File: src/rtl/uart_slp_pkg.sv
package uart_slp_pkg;

    localparam int          WORD_W        = 32;
    localparam int          CFG_LSB       = 24;
    localparam int          CFG_FIELD_W   = 8;
    localparam int          STAT_FLAG_BIT = 7;
    localparam logic        ADDR_CFG      = 1'b0;
    localparam logic        ADDR_STAT     = 1'b1;
    localparam logic [3:0]  CODE_NO_SRC   = 4'h1;

    typedef enum logic [1:0] {
        PWR_RUN  = 2'd0,
        PWR_OFF  = 2'd1,
        PWR_WARM = 2'd2
    } pwr_state_e;

    typedef enum logic [1:0] {
        CMD_EVAL  = 2'd0,
        CMD_SLEEP = 2'd1,
        CMD_WAKE  = 2'd2
    } chan_cmd_e;

    typedef struct packed {
        logic              wr;
        logic              rd;
        logic              addr;
        logic [WORD_W-1:0] wdata;
    } reg_req_t;

    function automatic logic [WORD_W-1:0] stat_word(input logic flag);
        logic [WORD_W-1:0] w;
        w = '0;
        if (flag) begin
            w[STAT_FLAG_BIT] = 1'b1;
            w[3:0]           = CODE_NO_SRC;
        end
        return w;
    endfunction

endpackage

File: src/rtl/uart_slp_regs.sv
module uart_slp_regs
    import uart_slp_pkg::*;
#(
    parameter int NUM_CH = 4
) (
    input  logic              clk,
    input  logic              rst,
    input  reg_req_t          req,
    input  logic              wake_set,
    output logic [NUM_CH-1:0] sleep_arm,
    output logic              wake_flag,
    output logic [WORD_W-1:0] rdata
);

    logic              cfg_wr;
    logic              stat_rd;
    logic [WORD_W-1:0] cfg_word;

    assign cfg_wr  = req.wr && (req.addr == ADDR_CFG);
    assign stat_rd = req.rd && (req.addr == ADDR_STAT);

    always_comb begin
        cfg_word = '0;
        cfg_word[CFG_LSB +: NUM_CH] = sleep_arm;
    end

    always_ff @(posedge clk) begin
        if (rst) begin
            sleep_arm <= '0;
        end else if (cfg_wr) begin
            sleep_arm <= req.wdata[CFG_LSB +: NUM_CH];
        end
    end

    always_ff @(posedge clk) begin
        if (rst) begin
            wake_flag <= 1'b0;
        end else if (wake_set) begin
            wake_flag <= 1'b1;
        end else if (stat_rd) begin
            wake_flag <= 1'b0;
        end
    end

    always_ff @(posedge clk) begin
        if (rst) begin
            rdata <= '0;
        end else if (req.rd) begin
            rdata <= (req.addr == ADDR_STAT) ? stat_word(wake_flag) : cfg_word;
        end
    end

    assert_cfg_load_R2: assert property (@(posedge clk) disable iff (rst)
        cfg_wr |=> (sleep_arm == $past(req.wdata[CFG_LSB +: NUM_CH])));

    assert_rsvd_zero_R2: assert property (@(posedge clk) disable iff (rst)
        (req.rd && req.addr == ADDR_CFG) |=> (rdata[WORD_W-1:CFG_LSB+NUM_CH] == '0));

    assert_flag_clear_R11: assert property (@(posedge clk) disable iff (rst)
        (stat_rd && !wake_set) |=> !wake_flag);

    assert_flag_source_R10: assert property (@(posedge clk) disable iff (rst)
        $rose(wake_flag) |-> $past(wake_set));

endmodule

File: src/rtl/uart_slp_chan.sv
module uart_slp_chan
    import uart_slp_pkg::*;
(
    input  logic      clk,
    input  logic      rst,
    input  chan_cmd_e cmd,
    input  logic      arm,
    input  logic      pend,
    input  logic      evt,
    output logic      want_sleep,
    output logic      asleep
);

    assign want_sleep = arm && !pend && !evt;

    always_ff @(posedge clk) begin
        if (rst) begin
            asleep <= 1'b0;
        end else begin
            unique case (cmd)
                CMD_EVAL:  asleep <= want_sleep;
                CMD_SLEEP: asleep <= 1'b1;
                CMD_WAKE:  asleep <= 1'b0;
                default:   asleep <= 1'b0;
            endcase
        end
    end

    assert_sleep_entry_R3: assert property (@(posedge clk) disable iff (rst)
        $rose(asleep) |-> $past(arm && !pend));

    assert_disarm_wakes_R4: assert property (@(posedge clk) disable iff (rst)
        (cmd == CMD_EVAL && !arm) |=> !asleep);

endmodule

File: src/rtl/uart_slp_fsm.sv
module uart_slp_fsm
    import uart_slp_pkg::*;
#(
    parameter int READY_TICKS = 32
) (
    input  logic       clk,
    input  logic       rst,
    input  logic       all_want,
    input  logic       any_evt,
    input  logic       any_disarm,
    input  logic       xtal_tick,
    output pwr_state_e state,
    output chan_cmd_e  cmd,
    output logic       wake_done
);

    localparam int CNT_W = (READY_TICKS > 1) ? $clog2(READY_TICKS) : 1;
    localparam logic [CNT_W-1:0] CNT_LAST = CNT_W'(READY_TICKS - 1);

    pwr_state_e       state_nxt;
    logic [CNT_W-1:0] cnt;
    logic             cnt_last;

    assign cnt_last  = (cnt == CNT_LAST);
    assign wake_done = (state == PWR_WARM) && !any_evt && xtal_tick && cnt_last;

    always_comb begin
        state_nxt = state;
        unique case (state)
            PWR_RUN:  if (all_want)                state_nxt = PWR_OFF;
            PWR_OFF:  if (any_evt || any_disarm)   state_nxt = PWR_WARM;
            PWR_WARM: if (wake_done)               state_nxt = PWR_RUN;
            default:                               state_nxt = PWR_RUN;
        endcase
    end

    always_comb begin
        cmd = CMD_EVAL;
        if (state_nxt == PWR_OFF) begin
            cmd = CMD_SLEEP;
        end else if (state_nxt == PWR_WARM || state == PWR_WARM) begin
            cmd = CMD_WAKE;
        end
    end

    always_ff @(posedge clk) begin
        if (rst) begin
            state <= PWR_RUN;
        end else begin
            state <= state_nxt;
        end
    end

    always_ff @(posedge clk) begin
        if (rst) begin
            cnt <= '0;
        end else if (state != PWR_WARM || any_evt) begin
            cnt <= '0;
        end else if (xtal_tick) begin
            cnt <= cnt_last ? '0 : cnt + 1'b1;
        end
    end

    assert_settle_done_R8: assert property (@(posedge clk) disable iff (rst)
        (state == PWR_RUN && $past(state) == PWR_WARM) |-> $past(cnt_last && xtal_tick));

    assert_restart_R9: assert property (@(posedge clk) disable iff (rst)
        (state == PWR_WARM && any_evt) |=> (state == PWR_WARM && cnt == '0));

    assert_off_exit_R7: assert property (@(posedge clk) disable iff (rst)
        (state == PWR_OFF && !any_evt && !any_disarm) |=> (state == PWR_OFF));

endmodule

File: src/rtl/uart_sleep_ctrl.sv
module uart_sleep_ctrl
    import uart_slp_pkg::*;
#(
    parameter int NUM_CH      = 4,
    parameter int READY_TICKS = 32
) (
    input  logic              clk,
    input  logic              rst,
    input  logic              xtal_tick,
    input  logic              reg_wr,
    input  logic              reg_rd,
    input  logic              reg_addr,
    input  logic [WORD_W-1:0] reg_wdata,
    output logic [WORD_W-1:0] reg_rdata,
    input  logic [NUM_CH-1:0] irq_pend,
    input  logic [NUM_CH-1:0] wake_evt,
    output logic [NUM_CH-1:0] ch_asleep,
    output logic [NUM_CH-1:0] ch_ready,
    output logic              osc_en,
    output logic              wake_irq
);

    reg_req_t          req;
    logic [NUM_CH-1:0] sleep_arm;
    logic [NUM_CH-1:0] want;
    logic              wake_done;
    pwr_state_e        state;
    chan_cmd_e         cmd;

    assign req = '{wr: reg_wr, rd: reg_rd, addr: reg_addr, wdata: reg_wdata};

    uart_slp_regs #(.NUM_CH(NUM_CH)) regs_i (
        .clk       (clk),
        .rst       (rst),
        .req       (req),
        .wake_set  (wake_done),
        .sleep_arm (sleep_arm),
        .wake_flag (wake_irq),
        .rdata     (reg_rdata)
    );

    for (genvar g = 0; g < NUM_CH; g++) begin : g_chan
        uart_slp_chan chan_i (
            .clk        (clk),
            .rst        (rst),
            .cmd        (cmd),
            .arm        (sleep_arm[g]),
            .pend       (irq_pend[g]),
            .evt        (wake_evt[g]),
            .want_sleep (want[g]),
            .asleep     (ch_asleep[g])
        );
    end

    uart_slp_fsm #(.READY_TICKS(READY_TICKS)) fsm_i (
        .clk        (clk),
        .rst        (rst),
        .all_want   (&want),
        .any_evt    (|wake_evt),
        .any_disarm (!(&sleep_arm)),
        .xtal_tick  (xtal_tick),
        .state      (state),
        .cmd        (cmd),
        .wake_done  (wake_done)
    );

    assign osc_en   = (state != PWR_OFF);
    assign ch_ready = (state == PWR_RUN) ? ~ch_asleep : '0;

    assert_osc_off_all_R5: assert property (@(posedge clk) disable iff (rst)
        !osc_en |-> (&ch_asleep));

    assert_ready_needs_osc_R8: assert property (@(posedge clk) disable iff (rst)
        (|ch_ready) |-> osc_en);

    assert_run_evt_keeps_osc_R6: assert property (@(posedge clk) disable iff (rst)
        (state == PWR_RUN && (|wake_evt)) |=> osc_en);

endmodule

File: config.mk
export PLATFORM = sky130hd
export DESIGN_NAME = uart_sleep_ctrl
export DESIGN_NICKNAME = d
export VERILOG_FILES = /design/src/rtl/uart_slp_pkg.sv /design/src/rtl/uart_slp_regs.sv /design/src/rtl/uart_slp_chan.sv /design/src/rtl/uart_slp_fsm.sv /design/src/rtl/uart_sleep_ctrl.sv
export SDC_FILE = /design/constraint.sdc
export NUM_CORES = 1
export LEC_CHECK = 0
export ABC_AREA = 0
export ABC_CLOCK_PERIOD_IN_PS = 1500
export BUFFER_PORTS_ARGS = -buffer_cell sky130_fd_sc_hd__buf_2
export CAP_MARGIN = 20
export CORE_AREA = 3 3 68 57
export DETAILED_ROUTE_END_ITERATION = 12
export DIE_AREA = 0 0 71 60
export PLACE_DENSITY_LB_ADDON = 0.2
export SYNTH_ARGS = -nofsm -noshare
export SYNTH_HDL_FRONTEND = slang
export SYNTH_SLANG_ARGS = --single-unit
File: constraint.sdc
create_clock -name clk -period 1.5 [get_ports clk]
set_clock_uncertainty 0.2 [all_clocks]
set_input_delay 0.225 -clock clk [delete_from_list [all_inputs] [get_ports clk]]
set_output_delay 0.225 -clock clk [all_outputs]
set_load 0.005 [all_outputs]
Word-level counts from Yosys, hierarchy flattened. Index checks and enable logic that the tools add are counted.

Bits in registers: 48. Logic and storage cells: 70. Output and inout port bits: 42.

$add $sub $neg: 1. Reductions and logical operators: 33. Muxes and demuxes: 17. Bitwise gates (word level): 2. Equal/unequal tests: 8.

Operator list (count): $mux 28 (1); $logic_and 1x1->1 (13); $logic_not 1->1 (10); $mux 2 (5); $pmux 1 s2 (4); $reduce_and 4->1 (2); $eq 2x1->1 const B (3); $pmux 2 s3 (1); $add 5x1->5 const B (1); $eq 5x5->1 const B (1); $mux 5 (1); $eq 2x2->1 const B (2); $logic_not 2->1 (2); $mux 1 (4); $mux 4 (1); $not 4->4 (1); $reduce_or 4->1 (1); $logic_or 1x1->1 (3); $ne 2x1->1 const B (1); $ne 2x2->1 const B (1); $reduce_bool 2->1 (1); $reduce_or 2->1 (1); $not 1->1 (1).

Longest topological paths before layout.
Depth in word-level cells: 13. Gate-level depth with buffers: 6. Depth with buffers taken out: 6.

Modules after synthesis. A second synthesis with hierarchy kept.

Cell total of the unflattened synthesis: 132. Area, all modules: 1197.4 µm².

By module, submodules not included: uart_slp_regs (area each 633.1 µm², cells an instance 72, instances 1, sequential area each 200.2 µm²); uart_slp_fsm (area each 340.3 µm², cells an instance 36, instances 1, sequential area each 140.1 µm²); uart_slp_chan (area each 43.8 µm², cells an instance 4, instances 4, sequential area each 20.0 µm²); uart_sleep_ctrl (area each 48.8 µm², cells an instance 8, instances 1, sequential area each 0.0 µm²).

Worst setup path after synthesis. No wires, ideal clock.

Path kind: input port to flip-flop. From: input wake_evt[0]. To: register fsm_i.state[0]. Stages: 3. Data arrival time: 1.226 ns. Setup time: 0.067 ns. Setup slack: 0.006 ns. Cells stage by stage: or4_4 -> or3_1 -> a21oi_2.

Word-level cells in the longest chain between the ends: 7. Elaborated cells between the ends (all ways): 13. Classes of those cells: mux: 4; reduce/logical: 9.

RTL lines: from (decl) (RTL line uart_sleep_ctrl.sv:16) `input logic [NUM_CH-1:0] wake_evt,`; $reduce_or 4->1 (RTL line uart_sleep_ctrl.sv:59) `.any_evt (|wake_evt),`; $logic_not 1->1 (RTL line uart_slp_fsm.sv:25) `assign wake_done = (state == PWR_WARM) && !any_evt && xtal_tick && cnt_last;`; $logic_and 1x1->1 (3 in a row) (RTL line uart_slp_fsm.sv:25); $mux 2 (RTL line uart_slp_fsm.sv:32) `PWR_WARM: if (wake_done) state_nxt = PWR_RUN;`; $pmux 2 s3 (*) (RTL line uart_slp_fsm.sv:29) `unique case (state)`; to (signal assigned) (RTL line uart_slp_fsm.sv:50) `state <= state_nxt;`; to (decl) (RTL line uart_slp_fsm.sv:12) `output pwr_state_e state,`.

Mark *: on every way between the ends. The rest lies on a longest branch, timed or not. A chain may end at the register's enable or synchronous reset.

==> results.cfg <==
[power_and_ir_drop]
net-switching-power_mw = 0.240
p_int_mw = 0.812
pwr-share-comb_pct = 11.0
clock_power_share_pct = 34.5
ir_drop_mv = 0.405
power_leakage_nw = 0.662
p_per_area_mw_per_mm2 = 716
sw_frac_of_total_pct = 22.8
p_total_mw = 1.05
seqPwrFrac_pct = 54.5

[critical_path]
cp.arrival_ps = 1480
worstPathRequired_ps = 1500
ff2ff_path_depth = 6
timing.rr.end = fsm_i.cnt[2]$_SDFFE_PP0P_
worstSetupEndpointType = register
rr_startpoint = fsm_i.cnt[1]$_SDFFE_PP0P_
path_max_fanout = 4
crit_type = in2reg
ff2ff_setup_slack_ps = 50
startpoint_type = input port

[min_path]
hold_class = in2reg
holdCritStartpoint = reg_addr
min_path_cells = 3
hold_end = regs_i.rdata[7]$_SDFFE_PP0P_

[synth]
synth_top_area_cell = dfxtp_1
synth_seq_cells = 21
dominantRegCellSynth = dfxtp_1
syn_area_sq_mm = 0.00116
synth_top_area_share_pct = 36.1
synthTopCellsByArea = dfxtp_1 (36%), buf_4 (20%), mux2i_1 (4.3%), nand3b_1 (3.9%), a21oi_1 (3.4%)
ys_warn_count = 0
synth_edf_count = 0
ys_seq_area_share_pct = 36.1
async_flop_share_pct = 0
synth_cells = 132
ys_types = 31
syn_avg_cell_area_sq_um = 8.82

[job]
cap_violations = 0

[placed_design]
place_congestion = 0.773
dp_hpwl_mm = 1.90
io_buffers = 33
place_area_sq_mm = 0.00132

[floorplan]
pin_count = 88
rows = 18
die_area_sq_mm = 0.00426
dieWidth_microns = 71
die_y_microns = 60
start_util_pct = 36.9
core_sq_mm = 0.00315

[clock_tree]
clk_latency_ps = 260
cts_root_buf = clkbuf_8
clockBufferDepth = 2
clock-sinks = 21
path_clk_slew_ps = 70
cts_tree = yes
numCtsBuffers = 3
htreeDepth = 1

[final_layout]
diodes = 0
post-route-util_pct = 46.6
layout_common_cells = buf_2 (33), conb_1 (26), dfxtp_1 (19)
syn2layout_area_growth_pct = 26.2
drive_gt1_share_pct = 34.8
final_common_cell = buf_2
fin_nets = 227
finalInstanceArea_sq_mm = 0.00147

[global_route]
grt_pass1_vias = 892
grt_first_pass_wirelength_mm = 3.82
grt.total_usage_pct = 11.4
antenna_found_initial = 0
grt_overflow = 0
grt_max_degree = 14

[detailed_routing]
drc = 0
num_vias = 961
via_per_inst = 4.41
drt_first_iter_violations = 19
finalWirelength_mm = 2.45
ant_nets = 0
wl_per_cell_microns = 11.2
drt-pass1-iter-count = 4

[status]
status = complete, no violations

[timing]
fmax_mhz = 676
finalSetupViolations = 0
rsz0062_at_grt = true
slew_viol_final = 0
fin_tns_setup_ps = 0
fin_crit_sh_pct = 98.7
finalHoldViolations = 0
period_needed_ps = 1480
==> through the flow <==
stage	cells	setup slack [ps]	hold slack [ps]
global route	218	-38.7	90.0
detailed placement	208	-133	259
CTS	218	6.80	76.3
finish	218	20.1	86.1
floorplan	157	6.48	94.1
global placement	208	-131	254
==> power by group through the flow <==
stage	logic, mW	clock network (mW)	registers [mW]
detailed placement	0.103	0	0.586
global route	0.130	0.393	0.574
floorplan	0.104	0	0.583
global placement	0.102	0	0.586
CTS	0.114	0.380	0.573
finish	0.116	0.363	0.573
==> critical path: stages <==
cell and delay (ps):
dlygate4sd3_1 530, buf_2 160, nor3_1 380, a31o_1 200
==> routing by layer <==
layer / wire length, microns / vias to the layer above / GRT usage, %
li1: - / 487 / -
met3: 180 / 0 / 4.20
met4: 0 / 0 / 1.61
met5: 0 / - / 0
met2: 1200 / 36 / 20.3
met1: 1070 / 438 / 13.4
==> cell usage after synthesis (all sizes together) (2+ instances only) <==
| library cell | number |
|---|---|
| a21o | 3 |
| dfxtp | 21 |
| nor4 | 3 |
| nand2 | 4 |
| mux2i | 5 |
| nor3 | 5 |
| nand2b | 6 |
| nand3b | 6 |
| xor2 | 2 |
| nor2 | 9 |
| nor2b | 2 |
| nor3b | 3 |
| buf | 31 |
| clkbuf | 4 |
| ha | 2 |
| nand4 | 4 |
| o21ai | 2 |
| a21oi | 9 |
==> sequential cells by signal, summed over array words and instances (netlist names) <==
register and count:
regs_i.wake_flag 1, regs_i.rdata 5, fsm_i.state 2, fsm_i.cnt 5, regs_i.sleep_arm 4, g_chan.chan_i.asleep 4
==> logic make-up (layout without fill, tap and decap cells) <==
group / count (synthesis) / after routing / synth area share [%]
other: 1 / 26 / 0.322
adder cells (fa/ha/maj): 2 / 2 / 2.15
flip-flops: 21 / 21 / 36.1
XOR/XNOR: 3 / 3 / 2.26
buffers and inverters: 36 / 57 / 21.6
AND/OR/NAND/NOR: 49 / 49 / 25.6
AO/OA/AOI/OAI: 15 / 15 / 7.73
multiplexers: 5 / 5 / 4.30
==> layout make-up <==
class	count	area [sq um]
Clock buffer	4	45.0
Fill cell	339	1680
Inverter	1	3.75
Multi-Input combinational cell	100	624
Sequential cell	21	423
Tap cell	40	50.0
Timing Repair Buffer	52	324
==> what timing repair did <==
action                                  4_1_cts  5_1_grt
resized for setup                             5        6
endpoints found under the hold margin         5        0
endpoints found under the setup margin        5       10
setup buffers                                 1        0
hold buffers                                  5        0
pin swaps                                     3        4
==> how the worst max path moves through the flow <==
stage	start	end	cells after the start
floorplan	wake_evt[0]	fsm_i.state[0]$_SDFF_PP0_	3
global placement	wake_evt[0]	fsm_i.state[0]$_SDFF_PP0_	4
detailed placement	wake_evt[0]	fsm_i.state[0]$_SDFF_PP0_	4
CTS	fsm_i.cnt[0]$_SDFFE_PP0P_	fsm_i.cnt[2]$_SDFFE_PP0P_	6
global route	fsm_i.cnt[0]$_SDFFE_PP0P_	fsm_i.cnt[2]$_SDFFE_PP0P_	6
finish	rst	g_chan[0].chan_i.asleep$_SDFF_PP0_	4
(Power assumes the default switching activity.)
